**config.mk**
```make
export PLATFORM = sky130hd
export DESIGN_NAME = serial_reg_bridge
export DESIGN_NICKNAME = d
export VERILOG_FILES = /design/src/rtl/bridge_pkg.sv /design/src/rtl/bridge_wreg.sv /design/src/rtl/bridge_rblk.sv /design/src/rtl/bridge_ctrl.sv /design/src/rtl/bridge_parser.sv /design/src/rtl/serial_reg_bridge.sv
export SDC_FILE = /design/constraint.sdc
export NUM_CORES = 1
export LEC_CHECK = 0
export BUFFER_PORTS_ARGS = -buffer_cell sky130_fd_sc_hd__buf_2
export CAP_MARGIN = 30
export CORE_AREA = 2 2 263 239
export CTS_CLUSTER_DIAMETER = 100
export DETAILED_ROUTE_END_ITERATION = 6
export DIE_AREA = 0 0 265 241
export PLACE_DENSITY_LB_ADDON = 0.12
export SYNTH_ARGS = -nofsm -noshare
export SYNTH_HDL_FRONTEND = slang
export SYNTH_SLANG_ARGS = --single-unit
```
**constraint.sdc**
```tcl
create_clock -name clk -period 16.8 [get_ports clk]
set_input_delay 2.52 -clock clk [delete_from_list [all_inputs] [get_ports clk]]
set_output_delay 2.52 -clock clk [all_outputs]
set_load 0.05 [all_outputs]
```
**src/rtl/bridge_pkg.sv**
```systemverilog
package bridge_pkg;

  typedef enum logic [1:0] {
    PS_CMD  = 2'd0,
    PS_DATA = 2'd1,
    PS_SEND = 2'd2
  } parse_state_t;

  typedef enum logic [2:0] {
    TG_CTRL  = 3'd0,
    TG_KEY   = 3'd1,
    TG_NONCE = 3'd2,
    TG_DIN   = 3'd3,
    TG_DOUT  = 3'd4
  } target_t;

  localparam logic [3:0] OP_READ  = 4'h0;
  localparam logic [3:0] OP_WRITE = 4'h1;

  localparam int CTL_RESET_BIT = 0;
  localparam int CTL_INIT_BIT  = 1;
  localparam int CTL_START_BIT = 2;
  localparam int STS_VALID_BIT = 3;

endpackage

```
**src/rtl/bridge_wreg.sv**
```systemverilog
module bridge_wreg #(
  parameter int BYTES = 16,
  localparam int W  = 8 * BYTES,
  localparam int PW = (BYTES > 1) ? $clog2(BYTES) : 1
) (
  input  logic         clk,
  input  logic         rst_n,
  input  logic         clr,
  input  logic         wr_en,
  input  logic [7:0]   wr_byte,
  output logic [W-1:0] q
);

  localparam logic [PW-1:0] LAST = PW'(BYTES - 1);

  logic [PW-1:0] ptr_q, ptr_d;
  logic [W-1:0]  val_d;
  logic          en;

  assign en = clr | wr_en;

  always_comb begin
    val_d = q;
    ptr_d = ptr_q;
    if (clr) begin
      ptr_d = '0;
    end else if (wr_en) begin
      for (int i = 0; i < BYTES; i++) begin
        if (ptr_q == PW'(i)) val_d[W-8-8*i +: 8] = wr_byte;
      end
      ptr_d = (ptr_q == LAST) ? '0 : ptr_q + 1'b1;
    end
  end

  always_ff @(posedge clk or negedge rst_n) begin
    if (!rst_n) begin
      q     <= '0;
      ptr_q <= '0;
    end else if (en) begin
      q     <= val_d;
      ptr_q <= ptr_d;
    end
  end

  AST_WR_PTR_WRAP: assert property (@(posedge clk) disable iff (!rst_n)
    (wr_en && !clr && ptr_q == LAST) |=> (ptr_q == '0));

  AST_WR_PTR_CLR: assert property (@(posedge clk) disable iff (!rst_n)
    clr |=> (ptr_q == '0));

  AST_WR_HOLD: assert property (@(posedge clk) disable iff (!rst_n)
    !wr_en |=> $stable(q));

endmodule

```
**src/rtl/bridge_rblk.sv**
```systemverilog
module bridge_rblk #(
  parameter int BYTES = 16,
  localparam int W  = 8 * BYTES,
  localparam int PW = (BYTES > 1) ? $clog2(BYTES) : 1
) (
  input  logic         clk,
  input  logic         rst_n,
  input  logic         clr,
  input  logic         load,
  input  logic [W-1:0] load_data,
  input  logic         rd_en,
  output logic [7:0]   rd_byte,
  output logic         valid
);

  localparam logic [PW-1:0] LAST = PW'(BYTES - 1);

  logic [W-1:0]  blk_q, blk_d;
  logic [PW-1:0] ptr_q, ptr_d;
  logic          valid_d;
  logic          en;

  assign en = clr | load | rd_en;

  always_comb begin
    rd_byte = '0;
    for (int i = 0; i < BYTES; i++) begin
      if (ptr_q == PW'(i)) rd_byte = blk_q[W-8-8*i +: 8];
    end
  end

  always_comb begin
    blk_d   = blk_q;
    ptr_d   = ptr_q;
    valid_d = valid;
    if (clr) begin
      ptr_d   = '0;
      valid_d = 1'b0;
    end else if (load) begin
      blk_d   = load_data;
      ptr_d   = '0;
      valid_d = 1'b1;
    end else if (rd_en) begin
      if (ptr_q == LAST) begin
        ptr_d   = '0;
        valid_d = 1'b0;
      end else begin
        ptr_d = ptr_q + 1'b1;
      end
    end
  end

  always_ff @(posedge clk or negedge rst_n) begin
    if (!rst_n) begin
      blk_q <= '0;
      ptr_q <= '0;
      valid <= 1'b0;
    end else if (en) begin
      blk_q <= blk_d;
      ptr_q <= ptr_d;
      valid <= valid_d;
    end
  end

  AST_VALID_DRAINED: assert property (@(posedge clk) disable iff (!rst_n)
    (rd_en && !load && !clr && ptr_q == LAST) |=> !valid);

  AST_VALID_ON_LOAD: assert property (@(posedge clk) disable iff (!rst_n)
    (load && !clr) |=> (valid && ptr_q == '0));

  AST_RD_CLR: assert property (@(posedge clk) disable iff (!rst_n)
    clr |=> (!valid && ptr_q == '0));

endmodule

```
**src/rtl/bridge_ctrl.sv**
```systemverilog
module bridge_ctrl
  import bridge_pkg::*;
(
  input  logic       clk,
  input  logic       rst_n,
  input  logic       wr_en,
  input  logic [7:0] wr_byte,
  output logic       ptr_clr,
  output logic       init,
  output logic       start,
  output logic       reset_pulse
);

  logic init_d, start_d, reset_d;

  assign ptr_clr = wr_en & wr_byte[CTL_RESET_BIT];

  always_comb begin
    init_d  = init;
    start_d = 1'b0;
    reset_d = 1'b0;
    if (wr_en) begin
      init_d  = wr_byte[CTL_INIT_BIT] & ~wr_byte[CTL_RESET_BIT];
      start_d = wr_byte[CTL_START_BIT];
      reset_d = wr_byte[CTL_RESET_BIT];
    end
  end

  always_ff @(posedge clk or negedge rst_n) begin
    if (!rst_n) begin
      init        <= 1'b0;
      start       <= 1'b0;
      reset_pulse <= 1'b0;
    end else begin
      start       <= start_d;
      reset_pulse <= reset_d;
      if (wr_en) init <= init_d;
    end
  end

  AST_START_ONE_CYCLE: assert property (@(posedge clk) disable iff (!rst_n)
    (start && !wr_en) |=> !start);

  AST_RESET_ONE_CYCLE: assert property (@(posedge clk) disable iff (!rst_n)
    (reset_pulse && !wr_en) |=> !reset_pulse);

  AST_RESET_DROPS_INIT: assert property (@(posedge clk) disable iff (!rst_n)
    (wr_en && wr_byte[CTL_RESET_BIT]) |=> (!init && reset_pulse));

endmodule

```
**src/rtl/bridge_parser.sv**
```systemverilog
module bridge_parser
  import bridge_pkg::*;
(
  input  logic       clk,
  input  logic       rst_n,
  input  logic       rx_valid,
  input  logic [7:0] rx_data,
  output logic       rx_ready,
  output logic       tx_valid,
  output logic [7:0] tx_data,
  input  logic       tx_ready,
  input  logic [7:0] status_byte,
  input  logic [7:0] dout_byte,
  output logic       ctrl_wr,
  output logic       key_wr,
  output logic       nonce_wr,
  output logic       din_wr,
  output logic       dout_rd,
  output logic [7:0] wr_byte
);

  parse_state_t state_q, state_d;
  target_t      tgt_q, tgt_d;
  logic [7:0]   tx_d;
  logic         take;
  logic [3:0]   hi, lo;

  assign rx_ready = (state_q != PS_SEND);
  assign tx_valid = (state_q == PS_SEND);
  assign take     = rx_valid & rx_ready;
  assign hi       = rx_data[7:4];
  assign lo       = rx_data[3:0];
  assign wr_byte  = rx_data;

  always_comb begin
    state_d  = state_q;
    tgt_d    = tgt_q;
    tx_d     = tx_data;
    ctrl_wr  = 1'b0;
    key_wr   = 1'b0;
    nonce_wr = 1'b0;
    din_wr   = 1'b0;
    dout_rd  = 1'b0;
    unique case (state_q)
      PS_CMD: begin
        if (take) begin
          if (lo == OP_WRITE && hi <= 4'd3) begin
            state_d = PS_DATA;
            tgt_d   = target_t'(hi[2:0]);
          end else if (lo == OP_READ && hi <= 4'd4) begin
            state_d = PS_SEND;
            if (hi == 4'd0)      tx_d = status_byte;
            else if (hi == 4'd4) tx_d = dout_byte;
            else                 tx_d = 8'h00;
            dout_rd = (hi == 4'd4);
          end
        end
      end
      PS_DATA: begin
        if (take) begin
          state_d = PS_CMD;
          unique case (tgt_q)
            TG_CTRL:  ctrl_wr  = 1'b1;
            TG_KEY:   key_wr   = 1'b1;
            TG_NONCE: nonce_wr = 1'b1;
            TG_DIN:   din_wr   = 1'b1;
            default:  ;
          endcase
        end
      end
      PS_SEND: begin
        if (tx_ready) state_d = PS_CMD;
      end
      default: state_d = PS_CMD;
    endcase
  end

  always_ff @(posedge clk or negedge rst_n) begin
    if (!rst_n) begin
      state_q <= PS_CMD;
      tgt_q   <= TG_CTRL;
      tx_data <= '0;
    end else begin
      state_q <= state_d;
      if (take && state_q == PS_CMD) begin
        tgt_q   <= tgt_d;
        tx_data <= tx_d;
      end
    end
  end

  AST_TX_HELD: assert property (@(posedge clk) disable iff (!rst_n)
    (tx_valid && !tx_ready) |=> (tx_valid && $stable(tx_data)));

  AST_NO_RX_WHILE_TX: assert property (@(posedge clk) disable iff (!rst_n)
    tx_valid |-> !rx_ready);

  AST_ONE_STROBE: assert property (@(posedge clk) disable iff (!rst_n)
    $onehot0({ctrl_wr, key_wr, nonce_wr, din_wr, dout_rd}));

endmodule

```
**src/rtl/serial_reg_bridge.sv**
```systemverilog
module serial_reg_bridge
  import bridge_pkg::*;
#(
  parameter int KEY_BYTES   = 16,
  parameter int NONCE_BYTES = 12,
  parameter int BLK_BYTES   = 16,
  localparam int KW = 8 * KEY_BYTES,
  localparam int NW = 8 * NONCE_BYTES,
  localparam int BW = 8 * BLK_BYTES
) (
  input  logic          clk,
  input  logic          rst_n,
  input  logic          rx_valid,
  input  logic [7:0]    rx_data,
  output logic          rx_ready,
  output logic          tx_valid,
  output logic [7:0]    tx_data,
  input  logic          tx_ready,
  output logic [KW-1:0] eng_key,
  output logic [NW-1:0] eng_nonce,
  output logic [BW-1:0] eng_din,
  output logic          eng_init,
  output logic          eng_start,
  output logic          eng_reset,
  input  logic [BW-1:0] eng_dout,
  input  logic          eng_dout_valid
);

  logic [1:0] rst_sync;
  logic       rst_int_n;

  always_ff @(posedge clk or negedge rst_n) begin
    if (!rst_n) rst_sync <= 2'b00;
    else        rst_sync <= {rst_sync[0], 1'b1};
  end
  assign rst_int_n = rst_sync[1];

  logic       ctrl_wr, key_wr, nonce_wr, din_wr, dout_rd;
  logic [7:0] wr_byte, dout_byte, status_byte;
  logic       ptr_clr, out_valid;

  always_comb begin
    status_byte                = '0;
    status_byte[STS_VALID_BIT] = out_valid;
    status_byte[CTL_INIT_BIT]  = eng_init;
  end

  bridge_parser u_parser (
    .clk(clk), .rst_n(rst_int_n),
    .rx_valid(rx_valid), .rx_data(rx_data), .rx_ready(rx_ready),
    .tx_valid(tx_valid), .tx_data(tx_data), .tx_ready(tx_ready),
    .status_byte(status_byte), .dout_byte(dout_byte),
    .ctrl_wr(ctrl_wr), .key_wr(key_wr), .nonce_wr(nonce_wr),
    .din_wr(din_wr), .dout_rd(dout_rd), .wr_byte(wr_byte)
  );

  bridge_ctrl u_ctrl (
    .clk(clk), .rst_n(rst_int_n),
    .wr_en(ctrl_wr), .wr_byte(wr_byte),
    .ptr_clr(ptr_clr), .init(eng_init),
    .start(eng_start), .reset_pulse(eng_reset)
  );

  bridge_wreg #(.BYTES(KEY_BYTES)) u_key (
    .clk(clk), .rst_n(rst_int_n), .clr(ptr_clr),
    .wr_en(key_wr), .wr_byte(wr_byte), .q(eng_key)
  );

  bridge_wreg #(.BYTES(NONCE_BYTES)) u_nonce (
    .clk(clk), .rst_n(rst_int_n), .clr(ptr_clr),
    .wr_en(nonce_wr), .wr_byte(wr_byte), .q(eng_nonce)
  );

  bridge_wreg #(.BYTES(BLK_BYTES)) u_din (
    .clk(clk), .rst_n(rst_int_n), .clr(ptr_clr),
    .wr_en(din_wr), .wr_byte(wr_byte), .q(eng_din)
  );

  bridge_rblk #(.BYTES(BLK_BYTES)) u_dout (
    .clk(clk), .rst_n(rst_int_n), .clr(ptr_clr),
    .load(eng_dout_valid), .load_data(eng_dout),
    .rd_en(dout_rd), .rd_byte(dout_byte), .valid(out_valid)
  );

endmodule

```
# Word-level counts from Yosys, hierarchy flattened
# Cells that the tools add are included.
[classes] reduce_logical=69 addsub=4 n_lt_le_gt_ge=2 eq_ne=68 n_mux=59 bitwise=11
[op_table] cell="4-bit AND reduction" count=46
[op_table] cell="8-bit two-way mux" count=18
[op_table] cell="4-bit equality test (second input constant)" count=28
[op_table] cell="4-bit by 3-bit equality test with 1-bit output (second input constant)" count=17
[op_table] cell="4-bit two-way mux" count=13
[op_table] cell="4-bit by 2-bit equality test with 1-bit output (second input constant)" count=8
[op_table] cell="4-bit logical NOT" count=6
[op_table] cell="1-bit two-way mux" count=22
[op_table] cell="4-bit by 1-bit equality test with 1-bit output (second input constant)" count=5
[op_table] cell="4-bit by 1-bit adder with 4-bit output (second input constant)" count=4
[op_table] cell="2-bit two-way mux" count=5
[op_table] cell="2-bit AND reduction" count=4
[op_table] cell="3-bit by 2-bit equality test with 1-bit output (second input constant)" count=2
[op_table] cell="2-bit by 1-bit != test with 1-bit output (second input constant)" count=3
[op_table] cell="2-bit one-hot mux with 3 select lines" count=1
[op_table] cell="3-bit AND reduction" count=2
[op_table] cell="2-bit nonzero test" count=3
[op_table] cell="3-bit nonzero test" count=2
[op_table] cell="1-bit bitwise OR" count=5
[op_table] cell="5-bit AND reduction" count=1
[op_table] cell="4-bit by 2-bit less-or-equal comparator with 1-bit output (second input constant)" count=1
[op_table] cell="4-bit by 3-bit less-or-equal comparator with 1-bit output (second input constant)" count=1
[op_table] cell="1-bit AND" count=3
[op_table] cell="3-bit by 1-bit equality test with 1-bit output (second input constant)" count=1
[op_table] cell="other kinds (8)" count=12
[word_totals] regBits=515 word_cells=270 out_inout_bits=365

# Logic depth before layout (Yosys ltp)
# Gate-level depths: netlist (run 1).
[logic_depth] ltp_word=19 depth_mapped=9 mapped_depth_nobuf=7

# Modules after synthesis
# A second synthesis (run 1) with hierarchy kept.
[hier_totals] hier_cells=1516 area_unflattened_um2=21662.0
[modules_own_cells] module="bridge_wreg at u_din ..." cells_per_inst=319 seq_area_each_um2=3303.2 n_inst=2 area_per_inst_um2=5133.7
[modules_own_cells] module="bridge_rblk" cells_per_inst=542 seq_area_each_um2=3328.2 n_inst=1 area_per_inst_um2=6417.4
[modules_own_cells] module="bridge_wreg at u_nonce" cells_per_inst=250 seq_area_each_um2=2502.4 n_inst=1 area_per_inst_um2=3983.8
[modules_own_cells] module="bridge_parser" cells_per_inst=74 seq_area_each_um2=325.3 n_inst=1 area_per_inst_um2=832.0
[modules_own_cells] module="bridge_ctrl" cells_per_inst=8 seq_area_each_um2=75.1 n_inst=1 area_per_inst_um2=103.8
[modules_own_cells] module="serial_reg_bridge" cells_per_inst=4 seq_area_each_um2=50.0 n_inst=1 area_per_inst_um2=57.6

# Worst setup path before layout (run 1)
# OpenSTA, ideal clock, no wires.
[synth_timing] path_kind="input-to-reg" from="input port rx_data[1]" to="register u_parser.tx_data[1]" arrival_time_ns=3.953 t_required_ns=16.710 setup_ns=0.090 path_buffers=2 cell_stages=7 setup_slack_ns=12.757 path_cell_list="buf_2 > nor4_4 > nand3b_2 > or2_1 > buf_2 > a211o_1 > o221ai_1"
[synth_between] elab_chain_cells=4 elab_cells_between_ends=6 classes_between="eq/ne: 1; bitwise: 1; reduce/logical: 4"
[synth_lines] element="from (decl)" line_no="serial_reg_bridge.sv:14" source="input logic [7:0] rx_data,"
[synth_lines] element="4-bit by 1-bit equality test with 1-bit output" line_no="bridge_parser.sv:47" source="if (lo == OP_WRITE && hi <= 4'd3) begin"
[synth_lines] element="1-bit logical AND" line_no="bridge_parser.sv:47"
[synth_lines] element="1-bit NOT (no source line)"
[synth_lines] element="5-bit AND reduction (no source line) (*)"
[synth_lines] element="to (signal assigned)" line_no="bridge_parser.sv:87" source="tx_data <= tx_d;"
[synth_lines] element="to (decl)" line_no="bridge_parser.sv:10" source="output logic [7:0] tx_data,"
# Every way passes the cells marked *; elsewhere a longest branch is shown, timed or not.
# A chain may end at the register's enable or synchronous reset.

# Worst setup path in the final report (run 1)
[layout_timing] from="input port rx_data[0]" to="register u_dout.blk_q[43]"
[layout_between] elab_chain_cells=8 elab_cells_between_ends=13 classes_between="eq/ne: 1; mux: 4; bitwise: 4; reduce/logical: 4"
[layout_lines] element="4-bit logical NOT" line_no="bridge_parser.sv:50" source="end else if (lo == OP_READ && hi <= 4'd4) begin"
[layout_lines] element="1-bit logical AND" line_no="bridge_parser.sv:50"
[layout_lines] element="1-bit two-way mux" line_no="bridge_parser.sv:50"
[layout_lines] element="1-bit two-way mux" line_no="bridge_parser.sv:47"
[layout_lines] element="1-bit two-way mux" line_no="bridge_parser.sv:46" source="if (take) begin"
[layout_lines] element="1-bit two-way mux" line_no="bridge_parser.sv:44" source="unique case (state_q)"
[layout_lines] element="1-bit bitwise OR" line_no="bridge_rblk.sv:23" source="assign en = clr | load | rd_en;"
[layout_lines] element="3-bit AND reduction (no source line) (*)"
[layout_lines] element="to (signal assigned)" line_no="bridge_rblk.sv:59" source="blk_q <= blk_d;"
[layout_lines] element="to (decl)" line_no="bridge_rblk.sv:18" source="logic [W-1:0] blk_q, blk_d;"
# Marked as above.

==> flow_summary.ini, run 1 <==
[floorplan]
core.rowCount = 86
die_w_um = 265
die_h_um = 241
start_util_pct = 34.9
io_pins = 506
dieArea_um2 = 63900
core-area_um2 = 60900

[drt]
ant_nets = 0
first_pass_iters = 5
wl_um = 67000
drt_iter0_markers = 767
viasPerCell = 5.04
vias = 14200
wl_per_cell_um = 23.8
route.detailed.drc = 0

[grt]
grt_max_degree = 79
grt-ovfl-total = 0
grt_pass1_wl_um = 97900
grt_pass1_vias = 14600
grtUsageTotal_pct = 20.6
antenna_found_initial = 7

[finish]
stdcell_count = 2814
regArea_um2 = 12900
syn_to_final_growth_pct = 24.8
multi_input_area_um2 = 7890
drive_gt1_share_pct = 57.1
nNetsFinal = 2131
nFillCells = 5665

[sta]
maxSlewHeadroom_pct = 37.4
clock_skew_ns = 0.0192
post-route-min-period_ns = 4.61
fin_crit_sh_pct = 27.4
setup_viol = 0
worst_pin_slew_ns = 0.939
tns_ns = 0
fmax_mhz = 217
slew_violations = 0
hold_viol_final = 0
rsz0062_at_grt = false

[clock_tree]
cts_tree = built
insertion_delay_ns = 0.61
clkSinkCount = 515
cts_resized = 0
cts_buffer_depth = 3
cts_buffers = 57
clk_pin_slew_worst_paths_ns = 0.06
post_cts_buffers = 0
htreeDepth = 2
hold_buffers = 0
cts-root-buf = clkbuf_16

[flow_run]
drv_cap = 0

[critical_path]
r2r_end = u_key.q[84]
slowest_delay_ns = 0.59
cp-end-kind = register
reg2reg_depth = 5
worstSetupPathType = input port to register
critPathTopFamily = buffers and inverters
path_buf_inv = 4
startpoint_type = input port
path_max_fanout = 69
reg2reg_from = rst_sync[1]
cp_data_required_time_ns = 17.28
cpMostUsedCell = buf_4
r2r_slack_ns = 13.53
cp.arrival_ns = 5.08
crit_slowest_cell = nand2_4
cp_cell_sequence = buf_2 -> buf_4 -> nand2_1 -> nand2_4 -> buf_4 -> buf_16 -> mux2_2

[pwr]
power.leakage_nw = 13.9
p_sw_share_pct = 23.4
ir_worst_vdd_v = 0.0000750
clock_power_share_pct = 46.5
p_int_mw = 2.08
p_per_area_nw_per_um2 = 102
p_switching_uw = 633
seqPwrFrac_pct = 48.1
power_frac_comb_pct = 5.4

[yosys]
syn-instance-count = 1476
synth_warnings = 0
async_reset_ff_share_pct = 100
ys_seq_area_share_pct = 60.6
syn-num-nets = 1633
synth-edff-count = 0
syn-cell-area_um2 = 21300
avgSynthCellArea_um2 = 14.4
synth_ff_type = dfrtp_1
synth_seq_cells = 515
ys_types = 63

[worst_hold_path]
hp-start = rst_sync[0]
min_to = rst_sync[1]
hp-class = register to register
worstHoldPathCells = 0

[placed_design]
globalplace.congestion = 0.828
hpwl_um = 46200
dp_cells = 2705
port_buffers = 505

[outcome]
outcome = finished clean
## stage by stage
stage               instance area [µm²]  worst slack [ns]  total power, mW  hold slack (ns)  utilization [%]
detailed placement                24600             11.26             1.47            0.344             40.4
floorplan                         21300              1.38             1.41            0.331                -
global route                      26500             12.03             2.82            0.370             43.6
CTS                               26500             11.91             2.75            0.359             43.5
global placement                  24500             11.30             1.47            0.338             40.3
finish                            26500             12.19             2.71            0.354             43.6
## logic make-up after synthesis
family	after synthesis	synth area share (%)
XOR/XNOR	4	0.165
buffers and inverters	114	2.34
AND/OR/NAND/NOR	176	5.00
AO/OA/AOI/OAI	165	5.28
other	1	0.0176
flip-flops	515	60.6
adder cells (fa/ha/maj)	16	0.941
multiplexers	485	25.7
## Yosys cell counts (all sizes together) (5+ instances only)
| cell | number | area, µm² |
|---|---|---|
| mux2 | 482 | 5430 |
| ha | 16 | 200 |
| a22oi | 19 | 143 |
| o21ai | 22 | 110 |
| nor2 | 40 | 183 |
| dfrtp | 515 | 12900 |
| nand2b | 17 | 106 |
| clkbuf | 60 | 225 |
| nor2b | 9 | 56.3 |
| a221o | 6 | 60.1 |
| o22ai | 14 | 87.6 |
| nor3 | 25 | 186 |
| o221ai | 7 | 61.3 |
| a221oi | 12 | 105 |
| o32ai | 8 | 70.1 |
| inv | 20 | 75.1 |
| nand3b | 5 | 41.3 |
| nand2 | 45 | 219 |
| and2 | 5 | 31.3 |
| nand3 | 11 | 55.1 |
| buf | 33 | 194 |
| a21oi | 45 | 225 |
## sequential cells by signal, indices dropped and copies added (netlist names)
signal / count
u_dout.valid: 1
u_ctrl.start: 1
u_dout.blk_q: 128
u_key.ptr_q: 4
u_din.ptr_q: 4
u_ctrl.reset_pulse: 1
u_parser.tx_data: 8
u_nonce.ptr_q: 4
u_parser.state_q: 2
u_ctrl.init: 1
u_dout.ptr_q: 4
u_nonce.q: 96
u_din.q: 128
u_key.q: 128
u_parser.tgt_q: 3
rst_sync: 2
## final cells by class
type | count | area share (%)
inverter | 21 | 0.297
tap | 792 | 3.73
clock buffer | 83 | 6.23
clock inverter | 21 | 0.839
timing repair buffer | 532 | 10.6
multi-input combinational | 847 | 29.7
antenna | 3 | 0.0283
sequential | 515 | 48.6
## cells in the final DEF (no fill, tap or decap), types with 14 or more instances in the layout
master     Yosys  final
nor2_1        27     27
clkbuf_16      0     57
ha_1          16     16
mux2_2       479    479
nand2b_1      17     17
nand2_2       20     20
a21oi_1       45     45
nand2_1       25     24
nor3_1        19     19
buf_4         14     23
dfrtp_1      515    514
a22oi_1       19     19
o21ai_0       22     22
o22ai_1       14     14
buf_2         14    505
inv_1         20     20
## worst register-to-register path: cells and delay by family (launching register included)
family,cells,cell delay [ns]
buffers and inverters,5,2.43
flip-flops,1,1.01
## metal layers
metal / GRT usage [%] / share of wire [%] / vias up / wire length, µm
li1: - / - / 6313 / -
met1: 28.3 / 45 / 7369 / 30400
met2: 32.6 / 46 / 382 / 31100
met3: 4.89 / 5.8 / 97 / 3890
met4: 6.01 / 2.4 / 8 / 1590
met5: 0 / 0.069 / - / 46
## power groups by stage
stage                     logic, mW  clock network, mW  registers (mW)
after floorplan              0.0675                  0            1.34
after global placement        0.143                  0            1.32
after detailed placement      0.148                  0            1.32
after CTS                     0.148               1.30            1.30
after global routing          0.159               1.35            1.31
final                         0.146               1.26            1.30
## worst max path at each step
stage	cells past startpoint	startpoint	end	slack, ns
finish	7	rx_data[0]	u_dout.blk_q[43]	12.19
global placement	6	rx_data[0]	u_dout.blk_q[114]	11.30
global route	7	rx_data[0]	u_dout.blk_q[59]	12.03
CTS	6	rx_data[0]	u_dout.blk_q[43]	11.91
detailed placement	6	rx_data[0]	u_dout.blk_q[43]	11.26
floorplan	0	rst_sync[1]	u_ctrl.init	1.38
Note: power is estimated with default switching activity, not from simulation.
==> inputs of run 2 (changes only) <==
- ABC_AREA: default -> 1
- CORE_AREA: 2 2 263 239 -> 2 2 261 237
- DIE_AREA: 0 0 265 241 -> 0 0 263 239
- clock period: 16.8 -> 4.41 ns (I/O delays scaled with it)
==> run 2 against run 1 <==
  * Combinational power grew to 4.9 times the previous value
  * First-iteration DRC count grew 41%
  * Critical path depth up 2
  * Flip-flop and latch count unchanged
  * Clock skew is 0.0020 ns lower
  * Register-to-register slack worse by 12 ns
  * Sequential share of layout area up 1.3 points
  * Wire length down 2.5%
  * Global-route usage down 0.10 points
  * Synthesized cell count is 43% higher
  * Cell area is 2.5% lower
  * Critical path type is now register to register
  * Critical endpoint is now u_dout.blk_q[104]
  * Highest routed layer unchanged
==> flow_summary.ini, run 2 <==
[outcome]
outcome = finished clean

[yosys]
synth_warnings = 0
ys_types = 42
avgSynthCellArea_um2 = 9.91
synth_seq_cells = 515
ys_top_cells_by_area = dfrtp_1 (62%), nand2_1 (8.7%), o21ai_0 (7.5%), mux2_2 (6.0%), nor2_1 (2.7%)
syn-cell-area_um2 = 20900
ys_seq_area_share_pct = 61.6
synth_top_area_share_pct = 61.6
ys_top_cells_by_count = dfrtp_1 (515), nand2_1 (485), o21ai_0 (314)
synth_ff_type = dfrtp_1
syn-instance-count = 2110
yosysTopAreaCell = dfrtp_1
async_reset_ff_share_pct = 100
syn-num-nets = 2267
synth_most_common_cell = dfrtp_1
synth-edff-count = 0

[sta]
tns_ns = 0
maxSlewHeadroom_pct = 40.1
post-route-min-period_ns = 3.06
fin_crit_sh_pct = 69.4
clock_skew_ns = 0.0172
worst_pin_slew_ns = 0.896
rsz0062_at_grt = false
slew_violations = 0
fmax_mhz = 327
hold_viol_final = 0
setup_viol = 0

[clock_tree]
hold_buffers = 1
cts_tree = built
clk_pin_slew_worst_paths_ns = 0.06
cts_resized = 0
cts-root-buf = clkbuf_16
post_cts_buffers = 0
htreeDepth = 2
cts_buffer_depth = 3
insertion_delay_ns = 0.60
cts_buffers = 56
clkSinkCount = 515

[grt]
grt_max_degree = 93
grt_pass1_wl_um = 98700
grtUsageTotal_pct = 20.5
grt_pass1_vias = 15700
grt-ovfl-total = 0
antenna_found_initial = 6

[critical_path]
r2r_slack_ns = 1.35
cp.arrival_ns = 3.54
reg2reg_depth = 9
cp_data_required_time_ns = 4.89
worstSetupPathType = register to register
reg2reg_from = u_parser.state_q[1]
r2r_end = u_dout.blk_q[104]
startpoint = u_parser.state_q[1]
cp-end-kind = register
startpoint_type = register
path_max_fanout = 65

[placed_design]
postPlaceCellArea_um2 = 24100
globalplace.congestion = 0.819
port_buffers = 505
hpwl_um = 45500

[drt]
route.detailed.drc = 0
vias = 16200
top_layer = met5
wl_per_cell_um = 19.1
routed-wl-met3_um = 3690
wl_met2_um = 30200
wl_um = 65300
ant_nets = 0
viasPerCell = 4.74
drt_iter0_markers = 1084
first_pass_iters = 5
m1WireLength_um = 29900

[floorplan]
die_h_um = 239
dieArea_um2 = 62900
core-area_um2 = 60500
die_w_um = 263
start_util_pct = 34.6
io_pins = 506
core.rowCount = 86

[flow_run]
drv_cap = 0

[pwr]
power.leakage_nw = 13.8
p_per_area_nw_per_um2 = 395
ir_worst_vdd_v = 0.000293

[worst_hold_path]
hp-start = eng_dout[29]
min_to = u_dout.blk_q[29]
hp-class = input port to register
worstHoldPathCells = 2

[finish]
final_cell_area_um2 = 25900
final_cell_mix = dfrtp_1 (514), buf_2 (505), nand2_1 (484)
syn_to_final_growth_pct = 23.7
drive_gt1_share_pct = 28.7
final_common_cell = dfrtp_1
nNetsFinal = 2742
reg.largest.list = u_din.q (128), u_dout.blk_q (128), u_key.q (128)
## run 2: cell types whose count changed after synthesis, moves of 57 or more
cell | before | now
nand2_1 | 25 | 485
o21ai_0 | 22 | 314
nor2_1 | 27 | 149
a21oi_1 | 45 | 102
mux2_2 | 479 | 111
inv_1 | 20 | 147
nand3_1 | 11 | 69
## run 2: power by group
part	internal [mW]	total, mW	switching (mW)
clock network	2.64	4.52	1.88
logic	0.239	0.719	0.481
registers	4.88	4.98	0.0988
total	7.76	10.2	2.46
## run 2: routing by layer
layer  track usage (%)  up-vias
met5                 0        -
met1              28.4     7835
met2              32.5      433
li1                  -     7818
met3              4.31       97
met4              6.13        6
## run 2: layout make-up
class / count / area [µm²]
Timing Repair Buffer: 526 / 2780
Sequential cell: 515 / 12900
Fill cell: 6047 / 34600
Antenna cell: 3 / 7.51
Clock inverter: 10 / 115
Tap cell: 792 / 991
Multi-Input combinational cell: 1325 / 6850
Inverter: 161 / 607
Clock buffer: 87 / 1630
## run 2: through the flow
step	worst slack (ns)	hold WS, ns	cells	power [mW]	utilization [%]
detailed placement	0.957	0.347	3318	5.80	39.9
global route	1.02	0.261	3419	10.7	42.8
floorplan	-0.606	0.331	2110	5.50	-
CTS	1.27	0.250	3416	10.4	42.8
finish	1.35	0.293	3419	10.2	42.8
global placement	0.987	0.335	3316	5.78	39.8
## run 2: how the worst max path moves through the flow
stage                              to  slack, ns  depth (start not counted)
detailed placement  u_dout.blk_q[104]       0.96                          9
global route        u_dout.blk_q[104]       1.02                         10
finish              u_dout.blk_q[104]       1.35                          9
CTS                 u_dout.blk_q[104]       1.27                          9
global placement    u_dout.blk_q[101]       0.99                          9
floorplan                 u_ctrl.init      -0.61                          0
## run 2: worst max-delay path, cell delays in order (launching register included)
cell and delay [ns]:
dfrtp_1 0.40, nor2_1 0.12, inv_1 0.07, nor3_2 0.14, nand2_1 0.16, nor2_4 0.34
inv_2 0.21, nand2_4 0.64, buf_4 0.45, mux2_2 0.38
## run 2: cells by family after synthesis
logic type,Yosys count,share of synthesized area (%)
AOI/OAI and AO/OA,433,10.5
xor gates and xnor gates,1,0.0419
adders and majority gates,16,0.958
buffers and inverters,270,5.63
DFF,515,61.6
muxes,112,6.03
other,1,0.0179
and+or+nand+nor,762,15.2
